## src/rtl/sram_ctl_pkg.sv

```systemverilog
package sram_ctl_pkg;
  typedef enum logic [2:0] {
    ST_IDLE,
    ST_SETUP,
    ST_STROBE,
    ST_HOLD,
    ST_DONE
  } state_e;
endpackage

```

## src/rtl/sram_ctl_timer.sv

```systemverilog
module sram_ctl_timer #(
  parameter int CNT_W = 2
) (
  input  logic             clk_i,
  input  logic             rst_ni,
  input  logic             load_i,
  input  logic [CNT_W-1:0] load_val_i,
  output logic             zero_o
);
  logic [CNT_W-1:0] cnt_q;

  always_ff @(posedge clk_i or negedge rst_ni) begin
    if (!rst_ni)            cnt_q <= '0;
    else if (load_i)        cnt_q <= load_val_i;
    else if (cnt_q != '0)   cnt_q <= cnt_q - 1'b1;
  end

  assign zero_o = (cnt_q == '0);
endmodule

```

## src/rtl/sram_ctl_fsm.sv

```systemverilog
module sram_ctl_fsm
  import sram_ctl_pkg::*;
#(
  parameter int SETUP_CYC = 1,
  parameter int WRITE_CYC = 2,
  parameter int READ_CYC  = 2,
  parameter int HOLD_CYC  = 1,
  parameter int TURN_CYC  = 1
) (
  input  logic   clk_i,
  input  logic   rst_ni,
  input  logic   req_i,
  input  logic   we_i,
  output state_e state_o,
  output logic   accept_o,
  output logic   is_wr_o,
  output logic   sample_o
);
  // setup also covers bus turnaround before write drive
  localparam int SETUP_EFF = (SETUP_CYC > TURN_CYC) ? SETUP_CYC : TURN_CYC;
  localparam int MAX_A     = (SETUP_EFF > HOLD_CYC) ? SETUP_EFF : HOLD_CYC;
  localparam int MAX_B     = (WRITE_CYC > READ_CYC) ? WRITE_CYC : READ_CYC;
  localparam int MAX_CYC   = (MAX_A > MAX_B) ? MAX_A : MAX_B;
  localparam int CNT_W     = (MAX_CYC > 1) ? $clog2(MAX_CYC) : 1;
  localparam logic [CNT_W-1:0] SETUP_LD = CNT_W'(SETUP_EFF - 1);
  localparam logic [CNT_W-1:0] WRITE_LD = CNT_W'(WRITE_CYC - 1);
  localparam logic [CNT_W-1:0] READ_LD  = CNT_W'(READ_CYC - 1);
  localparam logic [CNT_W-1:0] HOLD_LD  = CNT_W'(HOLD_CYC - 1);

  state_e           state_q, state_d;
  logic             is_wr_q;
  logic             ld, zero;
  logic [CNT_W-1:0] ld_val;

  assign accept_o = (state_q == ST_IDLE) && req_i;

  always_comb begin
    state_d = state_q;
    ld      = 1'b0;
    ld_val  = '0;
    unique case (state_q)
      ST_IDLE: if (req_i) begin
        state_d = ST_SETUP;
        ld      = 1'b1;
        ld_val  = SETUP_LD;
      end
      ST_SETUP: if (zero) begin
        state_d = ST_STROBE;
        ld      = 1'b1;
        ld_val  = is_wr_q ? WRITE_LD : READ_LD;
      end
      ST_STROBE: if (zero) begin
        state_d = ST_HOLD;
        ld      = 1'b1;
        ld_val  = HOLD_LD;
      end
      ST_HOLD: if (zero) state_d = ST_DONE;
      ST_DONE: state_d = ST_IDLE;
      default: state_d = ST_IDLE;
    endcase
  end

  always_ff @(posedge clk_i or negedge rst_ni) begin
    if (!rst_ni) begin
      state_q <= ST_IDLE;
      is_wr_q <= 1'b0;
    end else begin
      state_q <= state_d;
      if (accept_o) is_wr_q <= we_i;
    end
  end

  sram_ctl_timer #(.CNT_W(CNT_W)) u_timer (
    .clk_i      (clk_i),
    .rst_ni     (rst_ni),
    .load_i     (ld),
    .load_val_i (ld_val),
    .zero_o     (zero)
  );

  assign state_o  = state_q;
  assign is_wr_o  = is_wr_q;
  assign sample_o = (state_q == ST_STROBE) && zero && !is_wr_q;
endmodule

```

## src/rtl/sram_ctl_dpath.sv

```systemverilog
module sram_ctl_dpath
  import sram_ctl_pkg::*;
#(
  parameter int ADDR_W = 20,
  parameter int DATA_W = 16
) (
  input  logic              clk_i,
  input  logic              rst_ni,
  input  logic              accept_i,
  input  state_e            state_i,
  input  logic              is_wr_i,
  input  logic              sample_i,
  input  logic [ADDR_W-1:0] addr_i,
  input  logic [DATA_W-1:0] wdata_i,
  input  logic [1:0]        be_i,
  input  logic [DATA_W-1:0] mem_dq_i,
  input  logic              mem_err_i,
  output logic [ADDR_W-1:0] mem_addr_o,
  output logic              mem_ce_no,
  output logic              mem_oe_no,
  output logic              mem_we_no,
  output logic              mem_ub_no,
  output logic              mem_lb_no,
  output logic [DATA_W-1:0] mem_dq_o,
  output logic              mem_dq_oe_o,
  output logic [DATA_W-1:0] rdata_o,
  output logic              err_o
);
  localparam int LANE_W = DATA_W / 2;

  logic [ADDR_W-1:0] addr_q;
  logic [DATA_W-1:0] wdata_q, rdata_q, lane_rd;
  logic [1:0]        be_q;
  logic              err_q;
  logic              active, strobe, drive_ph;

  for (genvar i = 0; i < 2; i++) begin : g_lane
    assign lane_rd[i*LANE_W +: LANE_W] = be_q[i] ? mem_dq_i[i*LANE_W +: LANE_W] : '0;
  end

  always_ff @(posedge clk_i or negedge rst_ni) begin
    if (!rst_ni) begin
      addr_q  <= '0;
      wdata_q <= '0;
      be_q    <= '0;
      rdata_q <= '0;
      err_q   <= 1'b0;
    end else begin
      if (accept_i) begin
        addr_q  <= addr_i;
        wdata_q <= wdata_i;
        be_q    <= be_i;
      end
      if (sample_i) begin
        rdata_q <= lane_rd;
        err_q   <= mem_err_i;
      end
    end
  end

  assign active   = (state_i == ST_SETUP) || (state_i == ST_STROBE) || (state_i == ST_HOLD);
  assign strobe   = (state_i == ST_STROBE);
  assign drive_ph = strobe || (state_i == ST_HOLD);

  assign mem_addr_o  = addr_q;
  assign mem_ce_no   = !active;
  assign mem_ub_no   = !(active && be_q[1]);
  assign mem_lb_no   = !(active && be_q[0]);
  assign mem_oe_no   = !(strobe && !is_wr_i);
  assign mem_we_no   = !(strobe && is_wr_i);
  assign mem_dq_oe_o = drive_ph && is_wr_i;
  assign mem_dq_o    = wdata_q;
  assign rdata_o     = rdata_q;
  assign err_o       = err_q;
endmodule

```

## src/rtl/sram_ctl.sv

```systemverilog
module sram_ctl
  import sram_ctl_pkg::*;
#(
  parameter int ADDR_W    = 20,
  parameter int DATA_W    = 16,
  parameter int SETUP_CYC = 1,
  parameter int WRITE_CYC = 2,
  parameter int READ_CYC  = 2,
  parameter int HOLD_CYC  = 1,
  parameter int TURN_CYC  = 1
) (
  input  logic              clk_i,
  input  logic              rst_ni,
  input  logic              req_i,
  input  logic              we_i,
  input  logic [ADDR_W-1:0] addr_i,
  input  logic [DATA_W-1:0] wdata_i,
  input  logic [1:0]        be_i,
  output logic              ready_o,
  output logic              done_o,
  output logic [DATA_W-1:0] rdata_o,
  output logic              err_o,
  output logic [ADDR_W-1:0] mem_addr_o,
  output logic              mem_ce_no,
  output logic              mem_oe_no,
  output logic              mem_we_no,
  output logic              mem_ub_no,
  output logic              mem_lb_no,
  output logic [DATA_W-1:0] mem_dq_o,
  output logic              mem_dq_oe_o,
  input  logic [DATA_W-1:0] mem_dq_i,
  input  logic              mem_err_i
);
  state_e state;
  logic   accept, is_wr, sample;

  sram_ctl_fsm #(
    .SETUP_CYC (SETUP_CYC),
    .WRITE_CYC (WRITE_CYC),
    .READ_CYC  (READ_CYC),
    .HOLD_CYC  (HOLD_CYC),
    .TURN_CYC  (TURN_CYC)
  ) u_fsm (
    .clk_i    (clk_i),
    .rst_ni   (rst_ni),
    .req_i    (req_i),
    .we_i     (we_i),
    .state_o  (state),
    .accept_o (accept),
    .is_wr_o  (is_wr),
    .sample_o (sample)
  );

  sram_ctl_dpath #(
    .ADDR_W (ADDR_W),
    .DATA_W (DATA_W)
  ) u_dpath (
    .clk_i       (clk_i),
    .rst_ni      (rst_ni),
    .accept_i    (accept),
    .state_i     (state),
    .is_wr_i     (is_wr),
    .sample_i    (sample),
    .addr_i      (addr_i),
    .wdata_i     (wdata_i),
    .be_i        (be_i),
    .mem_dq_i    (mem_dq_i),
    .mem_err_i   (mem_err_i),
    .mem_addr_o  (mem_addr_o),
    .mem_ce_no   (mem_ce_no),
    .mem_oe_no   (mem_oe_no),
    .mem_we_no   (mem_we_no),
    .mem_ub_no   (mem_ub_no),
    .mem_lb_no   (mem_lb_no),
    .mem_dq_o    (mem_dq_o),
    .mem_dq_oe_o (mem_dq_oe_o),
    .rdata_o     (rdata_o),
    .err_o       (err_o)
  );

  assign ready_o = (state == ST_IDLE);
  assign done_o  = (state == ST_DONE);
endmodule

```

## config.mk

```make
export PLATFORM = sky130hd
export DESIGN_NAME = sram_ctl
export DESIGN_NICKNAME = d
export VERILOG_FILES = /design/src/rtl/sram_ctl_pkg.sv /design/src/rtl/sram_ctl_timer.sv /design/src/rtl/sram_ctl_fsm.sv /design/src/rtl/sram_ctl_dpath.sv /design/src/rtl/sram_ctl.sv
export SDC_FILE = /design/constraint.sdc
export NUM_CORES = 1
export LEC_CHECK = 0
export BUFFER_PORTS_ARGS = -buffer_cell sky130_fd_sc_hd__clkbuf_2
export CAP_MARGIN = 20
export CORE_ASPECT_RATIO = 1.25
export CORE_MARGIN = 5
export CORE_UTILIZATION = 41
export DETAILED_ROUTE_END_ITERATION = 10
export GPL_ROUTABILITY_DRIVEN = 0
export PLACE_DENSITY = 0.74
export SETUP_SLACK_MARGIN = 0.5
export SYNTH_ARGS = -nofsm -noshare
export SYNTH_HDL_FRONTEND = slang
export SYNTH_SLANG_ARGS = --single-unit
```

## constraint.sdc

```tcl
create_clock -name clk_i -period 1.45 [get_ports clk_i]
set_input_delay 0.29 -clock clk_i [delete_from_list [all_inputs] [get_ports clk_i]]
set_output_delay 0.29 -clock clk_i [all_outputs]
set_load 0.05 [all_outputs]
```

==> metrics, run 1 <==
Critical Path Sink Type primary output; CTS Sinks 60; placed inst area 0.003278 sq mm; critical-path maximum fanout 4; gr ovfl total 0; Tcrit/Tclk final 124.1%; cells after synthesis 181; final setup margin -0.3497 ns; die height 96.36 um; Final nets 432; Detailed Route WL 8680 um; Clock Latency Late Sink 0.35 ns; TritonCTS clock tree built; router iterations before antenna repair 4; Starting Density 42.04%; Area contributors post-synth dfrtp_1 (61%), mux2_2 (18%), mux2i_1 (6.5%); core area 0.005818 sq mm; Ant. Diodes 0; HP Class in2reg; area leader, netlist dfrtp_1; relative slew slack 75.60%; DP Wirelength 4240 um; Yosys cell types 24; post-route ant nets 0; Mapped Area 0.002446 sq mm; CP startpoint kind register; first-pass GRT wire length 11430 um; CTS max path bufs 2; Syn. warnings 0; GRT Total Usage 20.08%; Required @ worst endpoint 1.16 ns; Syn Area/Cell 13.51 sq um; failing checks negative setup slack; max-slew violations 0; LEAKAGE 2.582 nW; VDD IR max 1.748 mV; RSZ-0062 raised after global routing true; worst-margin pin slew 0.3660 ns; CTS root buffer clkbuf_8; Reg clk slew, reported paths 0.08 ns; Core Util, Final 85.81%; Syn Nets 240; Seq cells post-synth 60; DRT iter0 DRCs 88; crit path kind reg2out; Final Power 0.01563 W; largest net degree at the start of global routing 61; H-tree Lvls 3; site row count 31; Max Freq 0.5556 GHz; CTS buffer count 9; Final Skew 0.01232 ns; final setup violation count 57; Syn-to-layout area delta 104.1%; die area 0.007620 sq mm; sequential-to-total area share from yosys stat 61.38%; post-route minimum period 1.800 ns; share of layout cells above drive strength 1 71.16%; status finished with violations; Data arrival, critical path 1.51 ns; post-layout instance area 0.004992 sq mm; final hold viol count 0; pwr/cell area 3132 mW/mm^2; Max-Cap Viols 0; Synth top area share 61.38%; Residual DRC 0; vias in the first global route 2307; antenna violations before repair 0; vias 2184; Routed WL per cell 19.55 um; Vias/cell 4.919; width of the die 79.09 um; I/O Buffers 119; I/O Pins 120
-- layout make-up --
cell class	count	area, sq um
fillers	262	825.8
multi-input cells	95	1064
repair buffers	190	2049
clock inverters	7	100.1
inverters	17	67.56
well taps	66	82.58
clock buffers	9	123.9
flip-flops and latches	60	1505
-- critical path, stage by stage (launching register included) --
cell and delay [ns]:
dfrtp_2 0.45, nor3b_2 0.26, or2b_4 0.30, buf_8 0.15
-- power by group --
part	leakage, nW	total (W)	switching (W)	internal, W
sequential	0.728	0.00343	0.000906	0.00253
combinational	1.74	0.0105	0.00509	0.00538
clock	0.114	0.00173	0.000753	0.000979
-- final timing paths --
check	startpoint	cells past startpoint	slack [ns]	endpoint
min	addr_i[12]	2	0.16	u_dpath.mem_addr_o[12]$_DFFE_PN0P_
max reg2reg	u_fsm.state_o[1]$_DFFE_PN0P_	7	-0.28	u_dpath.mem_dq_o[14]$_DFFE_PN0P_
min in group asynchronous	rst_ni	3	0.52	u_dpath.mem_dq_o[10]$_DFFE_PN0P_
max in group asynchronous	rst_ni	3	0.63	u_fsm.state_o[0]$_DFFE_PN0P_
max	u_fsm.state_o[0]$_DFFE_PN0P_	3	-0.35	mem_oe_no
min reg2reg	u_dpath.rdata_o[0]$_DFFE_PN0P_	2	0.55	u_dpath.rdata_o[0]$_DFFE_PN0P_
-- Yosys cell counts --
cell        n
dfrtp_1    60
mux2_2     40
nand2_1    20
inv_1      17
mux2i_1    16
nor2_1      5
buf_6       4
buf_1       2
buf_4       2
a21oi_1     1
and2_1      1
and2_4      1
and3_1      1
and3b_1     1
clkbuf_2    1
nand2_2     1
nand4bb_1   1
nor2b_1     1
nor3_1      1
nor3_2      1
nor3b_1     1
or2_2       1
or2b_1      1
xnor2_1     1
-- sequential cells by signal (all words and copies together), names as in the netlist --
| register | flops |
|---|---|
| u_fsm.is_wr_o | 1 |
| u_dpath.mem_addr_o | 20 |
| u_dpath.mem_dq_o | 16 |
| u_fsm.state_o | 3 |
| u_fsm.u_timer.cnt_q | 1 |
| u_dpath.rdata_o | 16 |
| u_dpath.be_q | 2 |
| u_dpath.err_o | 1 |
-- per-layer routing --
metal,routed length [um],vias to the layer above,global-route usage (%)
met2,4824,89,35.74
met3,483,25,5.524
li1,-,983,-
met1,3092,1087,22.05
met4,280,0,9.742
met5,0,-,0
-- cells in the final DEF, fill, tap and decap left out, drive strengths merged --
cell / n
bufinv: 2
or2: 1
clkinvlp: 1
nor3: 2
nand4bb: 1
and3: 1
dfrtp: 60
xnor2: 1
nand2: 21
nor2b: 1
nor2: 5
clkinv: 4
a21oi: 1
and2: 2
mux2i: 16
mux2: 40
clkbuf: 72
and3b: 1
nor3b: 1
or2b: 1
inv: 17
buf: 126
dlygate4sd3: 1
-- repair_timing --
item | CTS | global route
buffers inserted | 24 | 27
gates cloned | 4 | 1
endpoints found under the hold margin | 60 | 0
gates resized for setup | 186 | 68
pin swaps | 6 | 10
setup endpoints to repair | 121 | 121
hold buffers | 1 | 0
-- through the flow --
step	setup slack (ns)	setup TNS [ns]	cells	hold WS, ns
6_report	-0.3497	-10.59	444	0.1650
5_1_grt	-0.4156	-14.44	444	0.1497
4_1_cts	-0.2916	-9.775	416	0.1630
3_5_place_dp	-0.06320	-1.437	371	0.3274
3_3_place_gp	-0.02207	-0.3444	371	0.3209
2_1_floorplan	-0.4701	-15.10	181	-0.005591
-- cells by family (layout without fill, tap and decap cells) --
logic type	count (synthesis)	count (layout)	share of synthesized area, %
and+or+nand+nor	37	37	7.520
buffers and inverters	26	223	5.575
DFF	60	60	61.38
AOI/OAI and AO/OA	1	1	0.2044
muxes	56	56	24.96
xor gates and xnor gates	1	1	0.3581
Power figures use the tool's default switching activity.
==> inputs of run 2 (changes only) <==
--- a/config.mk
+++ b/config.mk
@@ -9,10 +9,10 @@
 export CAP_MARGIN = 20
 export CORE_ASPECT_RATIO = 1.25
 export CORE_MARGIN = 5
-export CORE_UTILIZATION = 41
+export CORE_UTILIZATION = 31
 export DETAILED_ROUTE_END_ITERATION = 10
 export GPL_ROUTABILITY_DRIVEN = 0
-export PLACE_DENSITY = 0.74
+export PLACE_DENSITY = 0.59
 export SETUP_SLACK_MARGIN = 0.5
 export SYNTH_ARGS = -nofsm -noshare
 export SYNTH_HDL_FRONTEND = slang
==> metrics, run 2 (synthesis gave the netlist of run 1 again) <==
RSZ-0062 raised after global routing true; Starting Density 31.57% (-10 points); CTS max path bufs 2 (unchanged); vias 2039 (-6.6%); GRT Total Usage 15.49% (-4.6 points); vias in the first global route 2240 (-2.9%); largest net degree at the start of global routing 33 (-46%); Residual DRC 0 (unchanged); DRT iter0 DRCs 66 (-25%); router iterations before antenna repair 4 (unchanged); CTS buffer count 9 (unchanged); share of layout cells above drive strength 1 69.65% (-1.5 points); Syn-to-layout area delta 98.87%; met3 Use GR 3.673% (-1.9 points); H-tree Lvls 3 (unchanged); met1 Usage GRT 17.61% (-4.4 points); critical-path maximum fanout 4 (unchanged); die height 109.3 um (+13%); CTS root buffer clkbuf_8; Ant. Diodes 0 (unchanged); TritonCTS clock tree built; failing checks negative setup slack; die area 0.009778 sq mm (+28%); status finished with violations; site row count 36 (+16%); crit path kind reg2out; Final Hold Slack 0.1751 ns (+0.01017 ns); global routing's busiest layer met2; Multi-input gate area 0.001028 sq mm (-3.3%); Largest register FFs 20 (unchanged); CP startpoint kind register; antenna violations before repair 0 (unchanged); Vias/cell 4.394 (-11%); Final Skew 0.01154 ns (-0.0007843 ns); Required @ worst endpoint 1.16 ns (about the same); Critical Path Sink Type primary output; core area 0.007747 sq mm (+33%); width of the die 89.45 um (+13%); I/O Buffers 119 (unchanged); HP Class in2reg; gr ovfl total 0 (unchanged); max-slew violations 0 (unchanged); I/O Pins 120 (unchanged); Final nets 423 (-2.1%); final setup TNS -10.67 ns (-0.08580 ns); final setup violation count 47 (-18%); fillcell total 597 (+130%); most common cell after layout, fill and taps aside clkbuf_2; first-pass GRT wire length 11340 um (-0.79%); worst-margin pin slew 0.2618 ns (-0.1043 ns); Reg clk slew, reported paths 0.08 ns (about the same); DP Wirelength 4579 um (+8.0%); Data arrival, critical path 1.44 ns (-0.07 ns); relative slew slack 82.55% (+7.0 points); post-route minimum period 1.725 ns (-0.07439 ns); Sequential cell area 0.001505 sq mm (unchanged); final setup margin -0.2754 ns (+0.07439 ns); most frequent cells in the layout clkbuf_2 (58), buf_8 (57), dfrtp_1 (57); Max-Cap Viols 0 (unchanged); post-route ant nets 0 (unchanged); Clock Latency Late Sink 0.34 ns (about the same); Max Freq 0.5796 GHz (+4.3%); CTS Sinks 60 (unchanged); final hold viol count 0 (unchanged); Detailed Route WL 7483 um (-14%); Tcrit/Tclk final 119.0% (-5.1 points); M2 GR Usage 27.24% (-8.5 points); Routed WL per cell 16.13 um (-18%)
==> run 2: per-layer routing <==
metal | vias to the layer above | wire [um]
met2 | 59 | 4191
met1 | 1005 | 2720
met5 | - | 0
li1 | 964 | -
met4 | 0 | 141
met3 | 11 | 429
==> run 2: worst max-delay path: stages (launching register included) <==
cell and delay, ns:
dfrtp_2 0.45, nor3b_4 0.22, or2b_4 0.29, buf_8 0.15
==> run 2: layout make-up <==
cell class | count | area share (%)
tap | 95 | 2.443
clock inverter | 6 | 1.312
multi-input combinational | 95 | 21.14
timing repair buffer | 181 | 39.94
sequential | 60 | 30.94
clock buffer | 10 | 2.829
inverter | 17 | 1.389
==> run 2: metrics by stage <==
step	utilization, %	instances	worst slack [ns]	cell area [sq um]
floorplan	-	181	-0.4701	2511
global route	62.79	464	-0.3415	4865
finish	62.79	464	-0.2754	4865
detailed placement	42.88	401	-0.03686	3322
global placement	42.88	401	-0.006704	3322
CTS	59.22	443	-0.3069	4588
==> run 2: timing repair <==
action                                 in CTS  in global routing
resized for setup                         175                 65
pin swaps                                   3                  3
cloned                                      4                  0
setup buffers                              21                 21
setup endpoints to repair                 121                121
hold buffers                                1                  0
endpoints found under the hold margin       5                  0
==> run 2: worst paths after layout <==
check                           slack, ns                         endpoint  cells after the start                           start
worst max-delay path                -0.28                        mem_oe_no                      3    u_fsm.state_o[0]$_DFFE_PN0P_
worst min-delay path                 0.18   u_dpath.rdata_o[9]$_DFFE_PN0P_                      3                     mem_dq_i[9]
worst max register to register      -0.27  u_dpath.mem_dq_o[9]$_DFFE_PN0P_                      7    u_fsm.state_o[0]$_DFFE_PN0P_
worst min register to register       0.55   u_dpath.rdata_o[2]$_DFFE_PN0P_                      2  u_dpath.rdata_o[2]$_DFFE_PN0P_
max in group asynchronous            0.62     u_fsm.state_o[2]$_DFFE_PN0P_                      3                          rst_ni
min in group asynchronous            0.34  u_dpath.mem_dq_o[8]$_DFFE_PN0P_                      2                          rst_ni
Power of run 2 is not shown: default switching activity piles up to over one toggle a cycle in this logic, so the estimate is an artifact.
